==> src/rtl/pisoser_pkg.sv <==
// Shared types for the parallel-load serializer.
// Assumes: load control dominates the shift enable; both are active low.
package pisoser_pkg;

    typedef enum logic [1:0] {
        OP_HOLD  = 2'd0,
        OP_SHIFT = 2'd1,
        OP_LOAD  = 2'd2
    } op_mode_e;

    // Resolve the two active-low controls into one operation.
    function automatic op_mode_e resolve_op(input logic load_n, input logic en_n);
        if (!load_n)
            return OP_LOAD;
        else if (!en_n)
            return OP_SHIFT;
        else
            return OP_HOLD;
    endfunction

endpackage

==> src/rtl/pisoser_mode_dec.sv <==
// Control decoder: maps load_n / shift_en_n to one operation per cycle.
// Assumes the controls are already synchronous to clk.
module pisoser_mode_dec
    import pisoser_pkg::*;
(
    input  logic     load_n,
    input  logic     shift_en_n,
    output op_mode_e op
);

    // Load has priority over shift; neither active means hold.
    always_comb begin
        op = resolve_op(load_n, shift_en_n);
    end

endmodule

==> src/rtl/pisoser_cell.sv <==
// One register stage: loads its parallel bit, takes its upstream
// neighbour on a shift, or keeps its value. Reset value is a parameter.
module pisoser_cell
    import pisoser_pkg::*;
#(
    parameter logic RST_VAL = 1'b1
) (
    input  logic     clk,
    input  logic     rst_n,
    input  op_mode_e op,
    input  logic     par_bit,
    input  logic     prev_bit,
    output logic     q
);

    // Stage update per operation, synchronous active-low reset.
    always_ff @(posedge clk) begin
        if (!rst_n) begin
            q <= RST_VAL;
        end else begin
            case (op)
                OP_LOAD:  q <= par_bit;
                OP_SHIFT: q <= prev_bit;
                default:  q <= q;
            endcase
        end
    end

endmodule

==> src/rtl/piso_serializer.sv <==
// Parallel-in serial-out register with level load and active-low enable.
// Stage 0 takes ser_in; stage WIDTH-1 drives ser_out directly with no
// extra output flop. par_in[i] loads stage i, so bit WIDTH-1 leaves first.
module piso_serializer #(
    parameter int WIDTH = 8
) (
    input  logic             clk,
    input  logic             rst_n,
    input  logic             load_n,
    input  logic             shift_en_n,
    input  logic             ser_in,
    input  logic [WIDTH-1:0] par_in,
    output logic             ser_out
);
    import pisoser_pkg::*;

    localparam int LAST = WIDTH - 1;

    op_mode_e         op;
    logic [WIDTH:0]   chain;

    pisoser_mode_dec u_dec (
        .load_n     (load_n),
        .shift_en_n (shift_en_n),
        .op         (op)
    );

    // Serial input feeds the head of the chain.
    assign chain[0] = ser_in;

    for (genvar i = 0; i < WIDTH; i++) begin : g_stage
        pisoser_cell #(.RST_VAL(1'b1)) u_cell (
            .clk      (clk),
            .rst_n    (rst_n),
            .op       (op),
            .par_bit  (par_in[i]),
            .prev_bit (chain[i]),
            .q        (chain[i+1])
        );
    end

    // Output taken straight from the last stage.
    assign ser_out = chain[WIDTH];

    // reset drives the output high on the next cycle
    p_reset_high_r1: assert property (@(posedge clk)
        !rst_n |=> ser_out);

    // a load edge presents the top parallel bit immediately
    p_load_top_r2: assert property (@(posedge clk) disable iff (!rst_n)
        !load_n |=> ser_out == $past(par_in[LAST]));

    // a shift edge brings the upstream stage to the output
    p_shift_move_r3: assert property (@(posedge clk) disable iff (!rst_n)
        (load_n && !shift_en_n) |=> ser_out == $past(chain[LAST]));

    // hold leaves the output unchanged
    p_hold_stable_r4: assert property (@(posedge clk) disable iff (!rst_n)
        (load_n && shift_en_n) |=> $stable(ser_out));

endmodule

==> config.mk <==
export PLATFORM = sky130hd
export DESIGN_NAME = piso_serializer
export DESIGN_NICKNAME = d
export VERILOG_FILES = /design/src/rtl/pisoser_pkg.sv /design/src/rtl/pisoser_mode_dec.sv /design/src/rtl/pisoser_cell.sv /design/src/rtl/piso_serializer.sv
export SDC_FILE = /design/constraint.sdc
export NUM_CORES = 1
export LEC_CHECK = 0
export BUFFER_PORTS_ARGS = -buffer_cell sky130_fd_sc_hd__clkbuf_2
export CELL_PAD_IN_SITES_DETAIL_PLACEMENT = 0
export CELL_PAD_IN_SITES_GLOBAL_PLACEMENT = 1
export CORE_UTILIZATION = 34
export DETAILED_ROUTE_END_ITERATION = 8
export PLACE_DENSITY = 0.73
export SLEW_MARGIN = 20
export SYNTH_ARGS = -nofsm -noshare
export SYNTH_HDL_FRONTEND = slang
export SYNTH_HIERARCHICAL = 1
export SYNTH_SLANG_ARGS = --single-unit
==> constraint.sdc <==
create_clock -name clk -period 1.2 [get_ports clk]
set_clock_uncertainty 0.1 [all_clocks]
set_input_delay 0.24 -clock clk [delete_from_list [all_inputs] [get_ports clk]]
set_output_delay 0.24 -clock clk [all_outputs]
set_load 0.005 [all_outputs]
==> summary.md <==
| Metric | Value |
|---|---|
| Synth Area in Adders | `18.60%` |
| Pwr/cell area | `986.1 nW/um^2` |
| CP Capture Type | `flop` |
| Slew @ Worst Pin | `0.2723 ns` |
| Final Cell Area | `644.4 um^2` |
| Slew headroom | `81.85%` |
| Final Hold Fails | `0` |
| Antenna diodes | `0` |
| Initial Util | `38.91%` |
| Finished Layout Cells | `89` |
| Worst hold path depth | `3` |
| Antenna Nets Post-Route | `0` |
| Max FFs per register | `8` |
| Vias/cell | `4.876` |
| Clock tree sinks | `8` |
| Area Overhead vs Synth | `19.77%` |
| Final Cycle Share | `91.14%` |
| Startpoint class of the critical path | `input pin` |
| Hold_sp | `par_in[0]` |
| Number of global-route vias before repair | `379` |
| Grt total ovfl | `0` |
| Commonest non-fill, non-tap cell in the layout | `inv_1` |
| Die X | `41.78 um` |
| Initial antenna violation count | `0` |
| Core Rows | `13` |
| DRT Pass-1 Iters | `1` |
| R2R Setup Slk | `0.40 ns` |
| Synth Area in XOR/XNOR | `0%` |
| Largest net degree at the start of global routing | `17` |
| Via count | `434` |
| Clk root buf | `clkbuf_4` |
| Later-pin clock latency in the skew report | `0.26 ns` |
| RSZ-0062 raised after global routing | `false` |
| Cts hold-fix bufs | `0` |
| Placed instance area | `621.8 um^2` |
| Max Cap Viol | `0` |
| Top Registers | `g_stage.u_cell/q (8)` |
| Pint | `0.4685 mW` |
| I/O Pins | `14` |
| Post-CTS sizing | `0` |
| Launching point of the worst reg2reg path | `g_stage[7].u_cell/q` |
| Fillers | `151` |
| Dpl cells | `86` |
| Syn Area/Cell | `9.276 um^2` |
| Post-CTS Setup Inserts | `0` |
| I/O Buffers | `13` |
| Reg2Reg Depth | `2` |
| # setup viols final | `0` |
| Most flop-heavy register | `g_stage.u_cell/q` |
| Syn_nets | `79` |
| Shortest period the worst path allows | `1.094 ns` |
| DIE AREA | `1746 um^2` |
| Sw Share | `26.27%` |
| Comb pwr share | `19.6%` |
| Routed WL per cell | `10.43 um` |
| Psw | `0.1669 mW` |
| Most frequent cells in the layout | `inv_1, clkbuf_2` |
| Register bit total from synthesis | `8` |
| Worst Hold Path EP | `g_stage[0].u_cell/q` |
| Compound-Gate Fraction of Synth Area | `9.302%` |
| Status | `complete, no violations` |
| Arr. time, crit path | `1.18 ns` |
| Sequential-to-total area share from yosys stat | `29.77%` |
| Initial DRC count | `0` |
| Hold slack | `0.1902 ns` |
| Core region area | `1383 um^2` |
| Share of post-route cells with drive strength above 1 | `22.97%` |
| Fin. max-slew vios | `0` |
| Req. time, crit path | `1.28 ns` |
| DRC violations left | `0` |
| Clk slew on worst S/H paths | `0.06 ns` |
| Type of the worst min-delay path | `input pin to flop` |
| Simple-Gate Fraction of Synth Area | `15.58%` |
| Mux contribution to synthesized area | `14.88%` |
| Flop pwr share | `47.0%` |
| DP Wirelength | `709.9 um` |
| CTS tree | `built` |
| Synth warnings | `6` |
| DIE HEIGHT | `41.78 um` |
| Mapped Area | `538.0 um^2` |
| Post-Syn Instances | `58` |
| Leak Pwr | `0.3923 nW` |
| Main combinational cell family by area after synthesis | `adder cells` |
| Max Fclk | `0.9143 GHz` |
| Yosys cell types | `7` |
| First-pass GRT wire length | `1621 um` |
| Nets | `97` |
| Crit Reg-Reg Endpoint | `g_stage[7].u_cell/q` |
| CP Max Fanout | `8` |
| Routed WL | `928 um` |
| Clk network pwr share | `33.4%` |
| Longest Clk Path Bufs | `2` |
| Number of CTS-inserted buffers | `3` |
| H-tree depth | `1` |
| VDD IR-drop max | `0.3989 mV` |
| Crit path kind | `input pin to flop` |
| Global Route Usage Sum | `12.69%` |
| GP Congestion | `0.6618` |
## power by group through the flow
stage / sequential [mW] / combinational (mW) / clock [mW]
detailed placement: 0.305 / 0.126 / 0
finish: 0.299 / 0.125 / 0.212
global placement: 0.305 / 0.124 / 0
floorplan: 0.302 / 0.0828 / 0
CTS: 0.299 / 0.127 / 0.234
global route: 0.302 / 0.145 / 0.243
## through the flow
stage	setup WS, ns	setup TNS [ns]	power [mW]	util [%]
after floorplan	0.05791	0	0.3843	-
after global placement	-0.1346	-0.9751	0.4285	44.98
after detailed placement	-0.1489	-1.100	0.4306	44.98
after CTS	0.1076	0	0.6602	46.61
after global routing	0.02484	0	0.6904	46.61
final	0.1063	0	0.6354	46.61
## routing by layer
layer / global-route usage, % / part of all wire, %
met5: 0 / 0
met4: 7.742 / 0.65
met3: 5.652 / 4.7
met2: 19.06 / 47
met1: 14.58 / 47
## Yosys cell counts
| library cell | n | area, um^2 |
|---|---|---|
| a31oi_1 | 8 | 50.05 |
| and3b_1 | 8 | 70.07 |
| dfxtp_1 | 8 | 160.2 |
| ha_1 | 8 | 100.1 |
| inv_1 | 17 | 63.81 |
| mux2i_1 | 8 | 80.08 |
| nor2b_4 | 1 | 13.76 |
## area by class of cell
class                           count  area [um^2]  share of cell area, %
Multi-Input combinational cell     33        314.1                  48.74
Tap cell                           15        18.77                  2.913
Inverter                           17        63.81                  9.903
Timing Repair Buffer               13        65.06                  10.10
Clock buffer                        3        22.52                  3.495
Sequential cell                     8        160.2                  24.85
## cell families (layout without fill, tap and decap cells)
family	after synthesis	in the layout
DFF	8	8
adders and majority gates	8	8
and+or+nand+nor	9	9
buffers and inverters	17	33
AOI/OAI and AO/OA	8	8
muxes	8	8
## worst max-delay path, cell delays in order
cell and delay, ns:
clkbuf_2 0.10, nor2b_4 0.26, ha_1 0.29, and3b_1 0.17
a31oi_1 0.12
## worst max path at each step
stage	slack, ns	startpoint	to
after floorplan	0.06	load_n	g_stage[1].u_cell/q
after detailed placement	-0.15	load_n	g_stage[5].u_cell/q
final	0.11	load_n	g_stage[1].u_cell/q
after CTS	0.11	load_n	g_stage[1].u_cell/q
after global routing	0.02	load_n	g_stage[4].u_cell/q
after global placement	-0.13	load_n	g_stage[5].u_cell/q
Power figures use the tool's default switching activity.
